`config.mk`:
```
export PLATFORM = sky130hd
export DESIGN_NAME = duo_timer
export DESIGN_NICKNAME = d
export VERILOG_FILES = /design/src/rtl/duo_timer_pkg.sv /design/src/rtl/duo_timer_srcsel.sv /design/src/rtl/duo_timer_gate.sv /design/src/rtl/duo_timer_half.sv /design/src/rtl/duo_timer.sv
export SDC_FILE = /design/constraint.sdc
export NUM_CORES = 1
export LEC_CHECK = 0
export ABC_AREA = 0
export CORE_ASPECT_RATIO = 1.2
export CORE_MARGIN = 3
export CORE_UTILIZATION = 35
export CTS_BUF_LIST = sky130_fd_sc_hd__clkbuf_8
export DETAILED_ROUTE_END_ITERATION = 10
export PLACE_DENSITY = 0.73
export RECOVER_POWER = 25
export SYNTH_ARGS = -nofsm -noshare
export SYNTH_HDL_FRONTEND = slang
export SYNTH_HIERARCHICAL = 1
export SYNTH_SLANG_ARGS = --single-unit
```
`constraint.sdc`:
```
create_clock -name clk -period 2.7 [get_ports clk]
set_clock_uncertainty 0.1 [all_clocks]
set_input_delay 0.54 -clock clk [delete_from_list [all_inputs] [get_ports clk]]
set_output_delay 0.54 -clock clk [all_outputs]
set_load 0.05 [all_outputs]
```
`src/rtl/duo_timer_pkg.sv`:
```
package duo_timer_pkg;

    typedef enum logic [1:0] {
        GS_IDLE_FREE = 2'd0,
        GS_PARKED    = 2'd1,
        GS_RUNNING   = 2'd2
    } gate_st_t;

    localparam logic [1:0] ADR_CTRL = 2'd0;
    localparam logic [1:0] ADR_PLO  = 2'd1;
    localparam logic [1:0] ADR_PHI  = 2'd2;

    localparam int CB_WIDE  = 0;
    localparam int CB_GATE  = 1;
    localparam int CB_SRC_L = 2;
    localparam int CB_CLR   = 7;

endpackage

```
`src/rtl/duo_timer_srcsel.sv`:
```
module duo_timer_srcsel #(
    parameter int SRC_W = 5
) (
    input  logic                        clk,
    input  logic                        rst_n,
    input  logic [SRC_W-1:0]            sel_i,
    input  logic [(1 << SRC_W) - 2 : 0] lines_i,
    output logic                        edge_o
);
    localparam int NPAD = 1 << SRC_W;

    logic [NPAD-1:0] padded;
    logic            picked;
    logic            smp_q;
    logic            smp_prev_q;

    // the all-ones code lands on the padding bit, which is tied low
    assign padded = {1'b0, lines_i};
    assign picked = padded[sel_i];

    always_ff @(posedge clk) begin
        if (!rst_n) begin
            smp_q      <= 1'b0;
            smp_prev_q <= 1'b0;
        end else begin
            smp_q      <= picked;
            smp_prev_q <= smp_q;
        end
    end

    assign edge_o = smp_q & ~smp_prev_q;

    // the no-source code never yields an edge
    a_r8_no_source_edge: assert property (@(posedge clk) disable iff (!rst_n)
        ($past(sel_i) == '1) |-> !edge_o);

endmodule

```
`src/rtl/duo_timer_gate.sv`:
```
module duo_timer_gate
    import duo_timer_pkg::*;
(
    input  logic clk,
    input  logic rst_n,
    input  logic gate_en_i,
    input  logic clr_wr_i,
    input  logic edge_i,
    output logic free_o,
    output logic hold_o,
    output logic running_o
);
    gate_st_t st_q, st_d;

    always_ff @(posedge clk) begin
        if (!rst_n) st_q <= GS_IDLE_FREE;
        else        st_q <= st_d;
    end

    always_comb begin
        st_d = st_q;
        unique case (st_q)
            GS_IDLE_FREE: begin
                if (gate_en_i) st_d = GS_PARKED;             // enable_gate
            end
            GS_PARKED: begin
                if (!gate_en_i)     st_d = GS_IDLE_FREE;     // disable_gate
                else if (clr_wr_i)  st_d = GS_PARKED;        // clear beats edge
                else if (edge_i)    st_d = GS_RUNNING;       // fire
            end
            GS_RUNNING: begin
                if (!gate_en_i)     st_d = GS_IDLE_FREE;     // disable_gate
                else if (clr_wr_i)  st_d = GS_PARKED;        // rearm
            end
            default: st_d = GS_IDLE_FREE;
        endcase
    end

    always_comb begin
        free_o    = 1'b0;
        hold_o    = 1'b0;
        running_o = 1'b0;
        unique case (st_q)
            GS_IDLE_FREE: free_o    = 1'b1;
            GS_PARKED:    hold_o    = 1'b1;
            GS_RUNNING:   running_o = 1'b1;
            default:      free_o    = 1'b1;
        endcase
    end

    // a clear strobe never lets the machine be running afterwards
    a_r12_clear_beats_edge: assert property (@(posedge clk) disable iff (!rst_n)
        clr_wr_i |=> (st_q != GS_RUNNING));

    // a parked machine only starts through an edge
    a_r9_start_needs_edge: assert property (@(posedge clk) disable iff (!rst_n)
        (st_q == GS_PARKED && !edge_i) |=> (st_q != GS_RUNNING));

endmodule

```
`src/rtl/duo_timer_half.sv`:
```
module duo_timer_half #(
    parameter int W = 16
) (
    input  logic         clk,
    input  logic         rst_n,
    input  logic         clr_i,
    input  logic         inc_i,
    output logic [W-1:0] cnt_o
);
    always_ff @(posedge clk) begin
        if (!rst_n)     cnt_o <= '0;
        else if (clr_i) cnt_o <= '0;
        else if (inc_i) cnt_o <= cnt_o + 1'b1;
    end
endmodule

```
`src/rtl/duo_timer.sv`:
```
module duo_timer
    import duo_timer_pkg::*;
#(
    parameter int HALF_W = 16,
    parameter int SRC_W  = 5
) (
    input  logic                        clk,
    input  logic                        rst_n,
    input  logic                        wr_en,
    input  logic [1:0]                  wr_addr,
    input  logic [HALF_W-1:0]           wr_data,
    input  logic [(1 << SRC_W) - 2 : 0] sync_in,
    output logic [HALF_W-1:0]           cnt_lo_o,
    output logic [HALF_W-1:0]           cnt_hi_o,
    output logic                        lo_flag,
    output logic                        hi_flag,
    output logic                        sync_out,
    output logic                        trig_status
);
    localparam int NHALF = 2;
    localparam int SRC_H = CB_SRC_L + SRC_W - 1;

    // control and period registers
    logic              wide_q, gate_q;
    logic [SRC_W-1:0]  sel_q;
    logic [HALF_W-1:0] per_lo_q, per_hi_q;

    logic ctrl_wr, mode_flip, clr_wr;

    assign ctrl_wr   = wr_en && (wr_addr == ADR_CTRL);
    assign mode_flip = ctrl_wr && (wr_data[CB_WIDE] != wide_q);
    assign clr_wr    = ctrl_wr && wr_data[CB_CLR];

    always_ff @(posedge clk) begin
        if (!rst_n) begin
            wide_q   <= 1'b0;
            gate_q   <= 1'b0;
            sel_q    <= '1;
            per_lo_q <= '1;
            per_hi_q <= '1;
        end else if (wr_en) begin
            unique case (wr_addr)
                ADR_CTRL: begin
                    wide_q <= wr_data[CB_WIDE];
                    gate_q <= wr_data[CB_GATE];
                    sel_q  <= wr_data[SRC_H:CB_SRC_L];
                end
                ADR_PLO: per_lo_q <= wr_data;
                ADR_PHI: per_hi_q <= wr_data;
                default: ;
            endcase
        end
    end

    // event source and gate machine
    logic sync_edge, g_free, g_hold, g_run;

    duo_timer_srcsel #(.SRC_W(SRC_W)) u_src (
        .clk     (clk),
        .rst_n   (rst_n),
        .sel_i   (sel_q),
        .lines_i (sync_in),
        .edge_o  (sync_edge)
    );

    duo_timer_gate u_gate (
        .clk       (clk),
        .rst_n     (rst_n),
        .gate_en_i (gate_q),
        .clr_wr_i  (clr_wr),
        .edge_i    (sync_edge),
        .free_o    (g_free),
        .hold_o    (g_hold),
        .running_o (g_run)
    );

    // counter halves
    logic [HALF_W-1:0] cnt [NHALF];
    logic [NHALF-1:0]  h_clr, h_inc;

    for (genvar h = 0; h < NHALF; h++) begin : g_half
        duo_timer_half #(.W(HALF_W)) u_half (
            .clk   (clk),
            .rst_n (rst_n),
            .clr_i (h_clr[h]),
            .inc_i (h_inc[h]),
            .cnt_o (cnt[h])
        );
    end

    logic active, prim_zero, lo_match, hi_match, full_match, lo_ovf;
    logic lo_flag_d, hi_flag_d, sync_d;

    assign active     = ~g_hold;
    assign prim_zero  = mode_flip | clr_wr | g_hold | (sync_edge & g_free);
    assign lo_match   = (cnt[0] == per_lo_q);
    assign hi_match   = (cnt[1] == per_hi_q);
    assign full_match = lo_match & hi_match;
    assign lo_ovf     = (cnt[0] == '1);

    always_comb begin
        if (wide_q) begin
            h_clr[0]  = prim_zero | (active & full_match);
            h_inc[0]  = active;
            h_clr[1]  = prim_zero | (active & full_match);
            h_inc[1]  = active & lo_ovf;
            lo_flag_d = 1'b0;
            hi_flag_d = active & full_match & ~prim_zero;
            sync_d    = active & full_match & ~prim_zero;
        end else begin
            h_clr[0]  = prim_zero | (active & lo_match);
            h_inc[0]  = active;
            h_clr[1]  = mode_flip | hi_match;
            h_inc[1]  = 1'b1;
            lo_flag_d = active & lo_match & ~prim_zero;
            hi_flag_d = hi_match & ~mode_flip;
            sync_d    = active & lo_match & ~prim_zero;
        end
    end

    always_ff @(posedge clk) begin
        if (!rst_n) begin
            lo_flag  <= 1'b0;
            hi_flag  <= 1'b0;
            sync_out <= 1'b0;
        end else begin
            lo_flag  <= lo_flag_d;
            hi_flag  <= hi_flag_d;
            sync_out <= sync_d;
        end
    end

    assign cnt_lo_o    = cnt[0];
    assign cnt_hi_o    = cnt[1];
    assign trig_status = g_run;

    // split-mode wrap on the clock after a match, with the flag
    a_r3_split_wrap: assert property (@(posedge clk) disable iff (!rst_n)
        (!wide_q && !g_hold && lo_match && !prim_zero) |=> (cnt[0] == '0 && lo_flag && sync_out));

    // carry from an all-ones low half
    a_r5_cascade_carry: assert property (@(posedge clk) disable iff (!rst_n)
        (wide_q && !g_hold && lo_ovf && !full_match && !prim_zero)
            |=> (cnt[1] == $past(cnt[1]) + 1'b1 && cnt[0] == '0));

    // no low flag while cascaded
    a_r6_wide_low_quiet: assert property (@(posedge clk) disable iff (!rst_n)
        wide_q |-> !lo_flag);

    // restart edge zeroes the primary count
    a_r7_restart_zero: assert property (@(posedge clk) disable iff (!rst_n)
        (g_free && sync_edge) |=> (cnt[0] == '0 && !lo_flag));

    // parked means zero
    a_r9_parked_zero: assert property (@(posedge clk) disable iff (!rst_n)
        g_hold |=> (cnt[0] == '0));

    // clear strobe drops status and count
    a_r11_clear_strobe: assert property (@(posedge clk) disable iff (!rst_n)
        clr_wr |=> (!trig_status && cnt[0] == '0));

endmodule

```
==> flow_summary.toml, run 1 <==
[yosys]
post_synth_num_cell_types = 53
syn_nets = 522
synth_cells = 463
synth_area_leaders = "dfxtp_1, xnor2_1, nand2_1"
synth-async-reset-ratio_pct = 0
synth_edf_count = 0
synth_top_area_share_pct = 39.7
synth_area_um2 = 3930
synth_ff_type = "dfxtp_1"
synth_top_area_cell = "dfxtp_1"
yosysSeqAreaShare_pct = 39.7
ys_seq_elements = 78
syn_avg_cell_area_um2 = 8.50
yosysWarnings = 6

[place]
dp_hpwl_mm = 7.96
place_inst = 679
numPortBuffers = 87
place_congestion = 0.825
place_ws_ns = 0.153

[critical_path]
cp-start-kind = "register"
ff2ff_setup_slack_ns = 0.14
critPathRequiredTime_ns = 2.90
rr_worst_depth = 10
crit_path_end_kind = "register"
critPathMaxFanout = 5
reg2reg_from = "u_gate/st_q[1]"
critical_path_class = "reg2reg"
rr_endpoint = "g_half[1].u_half/cnt_o[5]"
critPathArrivalTime_ns = 2.75

[floorplanning]
start_util_pct = 36.7
die_width_um = 103
core_area_um2 = 10700
ios = 88
floorplan.rows = 41
fp.dieH_um = 122
dieArea_um2 = 12600

[routing]
wl_mm = 10.1
firstDrtPassIters = 4
drc = 0
ant_nets = 0
drt_iter0_drc = 163
wl_per_cell_um = 14.6
routed_via_density = 5.21
vias = 3607

[clocking]
clock_sinks = 78
clk_pin_slew_ns = 0.08
cts_hold_buf = 0
cts_tree = "yes"
h-tree-depth = 3
numCtsBuffers = 9
cts_buffer_depth = 2
clock_latency_ns = 0.36
root_buffer = "clkbuf_8"

[min_path]
hold_depth = 1
hp-start = "u_src/smp_q"
whs_endpoint = "u_src/smp_prev_q"
min_path_type = "reg2reg"

[final_layout]
syn_to_final_growth_pct = 32.7
num-fill-cells = 991
most-common-layout-cells = "nand2_1, clkdlybuf4s50_1, dfxtp_1, xnor2_1, nand3_1"
final_nets = 621
layout.cells.non_filler = 692
diodes = 0
drive_gt1_share_pct = 11.0
final_common_cell = "nand2_1"

[sta]
slew_violations = 0
post-route-period-util_pct = 94.8
max_freq_mhz = 391
setup_violations = 0
final.setup.tns_ns = 0
fin_ws_ns = 0.141
fin_crit_ns = 2.56
relSlewSlack_pct = 56.7
worst_slew_pin_slew_ns = 0.644
hold_viol_final = 0

[run_status]
status = "complete, no violations"

[power]
vdd_drop_max_mv = 0.199
totalPowerFinal_mw = 2.34
power_density_nw_per_um2 = 448
leakagePower_nw = 2.01

[global_routing]
overflow = 0
grt_max_degree = 22
antenna_found_initial = 0
first_global_vias = 3538
grt_pass1_wl_mm = 16.7
track_usage_pct = 17.0

[flow_run]
cap_violations = 0
[timing repair]
item | in CTS | in global routing
setup endpoints to repair | 0 | 4
setup buffers | 0 | 1
endpoints found under the hold margin | 0 | 0
resized for setup | 0 | 3
[cells by family after synthesis]
logic type	synth area share [%]
adders and majority gates	2.23
and+or+nand+nor	30.4
xor gates and xnor gates	11.8
buffers and inverters	3.47
DFF	39.7
AOI/OAI and AO/OA	6.81
muxes	5.57
[metrics by stage]
| stage | hold slack, ns | utilization (%) | area [um2] |
|---|---|---|---|
| 4_1_cts | 0.367 | 48.4 | 5190 |
| 3_5_place_dp | 0.353 | 47.0 | 5040 |
| 2_1_floorplan | 0.321 | - | 3950 |
| 6_report | 0.369 | 48.7 | 5220 |
| 5_1_grt | 0.393 | 48.7 | 5220 |
| 3_3_place_gp | 0.336 | 47.0 | 5040 |
[metal layers]
layer  wire length [um]  share of wire [%]  vias to the layer above  GRT usage [%]
met2               5080                 50                       97           28.6
met5                  0                  0                        -              0
li1                   -                  -                     1792              -
met4                294                2.9                        0           7.21
met1               4170                 41                     1695           20.2
met3                588                5.8                       23           4.70
[flip-flops by register name (all words and copies together), names as in the netlist]
register,cells
per_hi_q,16
lo_flag,1
sel_q,5
hi_flag,1
per_lo_q,16
sync_out,1
u_src/smp_prev_q,1
wide_q,1
gate_q,1
u_gate/st_q,2
g_half.u_half/cnt_o,32
u_src/smp_q,1
[cell usage after synthesis, drive strengths merged (2+ instances only)]
library cell   n
a211oi         2
a21boi         2
a21oi         12
a31o           2
a31oi          4
a41o           3
and2           5
and3b          2
and4           2
buf            4
clkbuf        15
dfxtp         78
ha             7
inv           15
mux2           3
mux2i          5
mux4           6
nand2         98
nand2b         3
nand3         43
nand3b         5
nand4         15
nor2          29
nor2b          5
nor3           9
nor3b          3
nor4           9
o21ai          6
o31ai          2
or3            4
or4            4
xnor2         47
xor2           6
[layout make-up]
type / count / area, um2 / area share [%]
Multi-Input combinational cell: 351 / 2260 / 43.4
Tap cell: 129 / 161 / 3.09
Clock buffer: 10 / 138 / 2.64
Timing Repair Buffer: 107 / 1020 / 19.6
Clock inverter: 2 / 12.5 / 0.240
Inverter: 15 / 56.3 / 1.08
Sequential cell: 78 / 1570 / 30.0
[worst max-delay path by stage]
stage          slack [ns]      startpoint  cells past startpoint                         end
2_1_floorplan        0.07  u_gate/st_q[1]                     10  g_half[1].u_half/cnt_o[13]
3_3_place_gp         0.22           wr_en                      9  g_half[1].u_half/cnt_o[12]
3_5_place_dp         0.15           wr_en                      9  g_half[1].u_half/cnt_o[12]
4_1_cts              0.12  u_gate/st_q[1]                     10  g_half[1].u_half/cnt_o[13]
5_1_grt             -0.01  u_gate/st_q[1]                     10   g_half[1].u_half/cnt_o[5]
6_report             0.14  u_gate/st_q[1]                     10   g_half[1].u_half/cnt_o[5]
[power by group]
group	internal, mW	leakage (nW)	switching (mW)
registers	1.19	0.638	0.0495
logic	0.186	1.30	0.170
clock network	0.337	0.0760	0.403
[worst max-delay path, stage by stage (launching register included)]
cell     delay [ns]
dfxtp_1        0.38
inv_1          0.10
ha_1           0.21
inv_1          0.08
nand4_1        0.11
nor4_2         0.24
a41o_1         0.25
nand4_1        0.23
buf_4          0.25
or3_2          0.40
a21oi_1        0.14
No activity file was read; power rests on OpenSTA's default activity.
==> inputs of run 2 (changes only) <==
- GPL_TIMING_DRIVEN: default -> 0
==> run 2 against run 1 <==
Effect of this change: worst setup slack got worse by 0.013 ns; critical path depth decreased by 1; via count increased by 1.7%; clock power decreased by 4.5%; non-clock buffer count increased by 6; clock-buffer cell count decreased by 1; register-to-register slack improved by 0.06 ns; design area about the same; highest routed layer unchanged.
==> flow_summary.toml, run 2 (synthesis results as in run 1) <==
[final_layout]
syn_to_final_growth_pct = 32.5
top_regs = "g_half.u_half/cnt_o (32), per_hi_q (16), per_lo_q (16)"
final_nets = 627
regMostFlops = "g_half.u_half/cnt_o"
drive_gt1_share_pct = 10.5
final_common_cell = "nand2_1"
stdcell_area_um2 = 5210
num-fill-cells = 1028
most-common-layout-cells = "nand2_1, clkdlybuf4s50_1, dfxtp_1, xnor2_1, nand3_1"
largest_reg_flops = 32
diodes = 0
layout.cells.non_filler = 699

[clocking]
cts_hold_buf = 0
numCtsBuffers = 9
h-tree-depth = 3
clock_sinks = 78
cts_tree = "yes"
clk_pin_slew_ns = 0.07
root_buffer = "clkbuf_8"
clock_latency_ns = 0.35
cts_buffer_depth = 2

[routing]
drc = 0
wl_per_cell_um = 14.7
vias = 3668
wl_mm = 10.3
drt_iter0_drc = 128
wl_met1_mm = 4.35
highest_layer = "met4"
wl_met2_mm = 4.99
ant_nets = 0
dr_wl_met3_um = 611
routed_via_density = 5.25
firstDrtPassIters = 4

[critical_path]
critPathRequiredTime_ns = 2.84
cp-start-kind = "input pin"
critPathArrivalTime_ns = 2.71
critical_path_class = "in2reg"
crit_path_end_kind = "register"
critPathMaxFanout = 10

[power]
leakagePower_nw = 1.99
vdd_drop_max_mv = 0.208
power_density_nw_per_um2 = 444

[floorplanning]
start_util_pct = 36.7
ios = 88
dieArea_um2 = 12600
floorplan.rows = 41
fp.dieH_um = 122
die_width_um = 103
core_area_um2 = 10700

[place]
place_inst = 679
numPortBuffers = 87
place_ws_ns = -0.499
dp_hpwl_mm = 7.94
dpl_cell_area_um2 = 4980
place_congestion = 0.816

[sta]
worst_slew_pin_slew_ns = 0.614
post-route-period-util_pct = 95.3
slew_violations = 0
fin_crit_ns = 2.57
max_freq_mhz = 389
setup_violations = 0
fin_ws_ns = 0.128
relSlewSlack_pct = 58.7
hold_viol_final = 0
fin_hold_ws_ns = 0.362

[flow_run]
cap_violations = 0

[global_routing]
grt_max_degree = 12
grt_pass1_wl_mm = 16.7
first_global_vias = 3714
track_usage_pct = 16.8
overflow = 0
antenna_found_initial = 0

[run_status]
status = "complete, no violations"

[min_path]
min_path_type = "reg2reg"
run 2: path summary, 6_finish.rpt:
kind	startpoint	endpoint	slack, ns	cells after the start
max	wr_en	g_half[1].u_half/cnt_o[0]	0.13	9
min	u_src/smp_q	u_src/smp_prev_q	0.36	1
max reg2reg	g_half[0].u_half/cnt_o[11]	g_half[0].u_half/cnt_o[11]	0.20	9
min reg2reg	u_src/smp_q	u_src/smp_prev_q	0.36	1
run 2: cell type report:
| type | count | area, um2 | area share [%] |
|---|---|---|---|
| Buffer | 18 | 75.1 | 1.44 |
| Clock buffer | 9 | 124 | 2.38 |
| Clock inverter | 4 | 20.0 | 0.384 |
| Inverter | 15 | 56.3 | 1.08 |
| Multi-Input combinational cell | 351 | 2280 | 43.7 |
| Sequential cell | 78 | 1570 | 30.0 |
| Tap cell | 129 | 161 | 3.10 |
| Timing Repair Buffer | 95 | 931 | 17.9 |
run 2: where the power goes:
part	leakage [nW]	switching, mW	internal [mW]
logic	1.28	0.184	0.188
registers	0.638	0.0430	1.19
clock network	0.0794	0.397	0.310
total	1.99	0.624	1.69
run 2: timing repair:
item / in CTS / in global routing
endpoints found under the hold margin: 0 / 0
gates cloned: 0 / 0
pin swaps: 1 / 3
endpoints found under the setup margin: 24 / 26
gates resized for setup: 6 / 5
setup buffers: 3 / 5
run 2: critical path, stage by stage:
cell             delay (ns)
clkdlybuf4s50_1        0.56
nor3b_4                0.38
o21ai_1                0.16
nand2_1                0.12
a31oi_1                0.06
a21oi_1                0.19
nand2b_1               0.32
clkbuf_2               0.30
nor2_1                 0.08
run 2: per-stage QoR:
stage | util, % | power, mW | TNS (ns)
2_1_floorplan | - | 1.47 | 0
3_3_place_gp | 46.4 | 1.62 | -6.88
3_5_place_dp | 46.4 | 1.63 | -9.29
4_1_cts | 48.2 | 2.33 | -0.0424
5_1_grt | 48.6 | 2.42 | -0.00463
6_report | 48.6 | 2.32 | 0
run 2: layer usage:
metal | track usage, % | vias to the layer above
li1 | - | 1799
met1 | 19.7 | 1733
met2 | 28.2 | 107
met3 | 4.58 | 29
met4 | 8.02 | 0
met5 | 0 | -
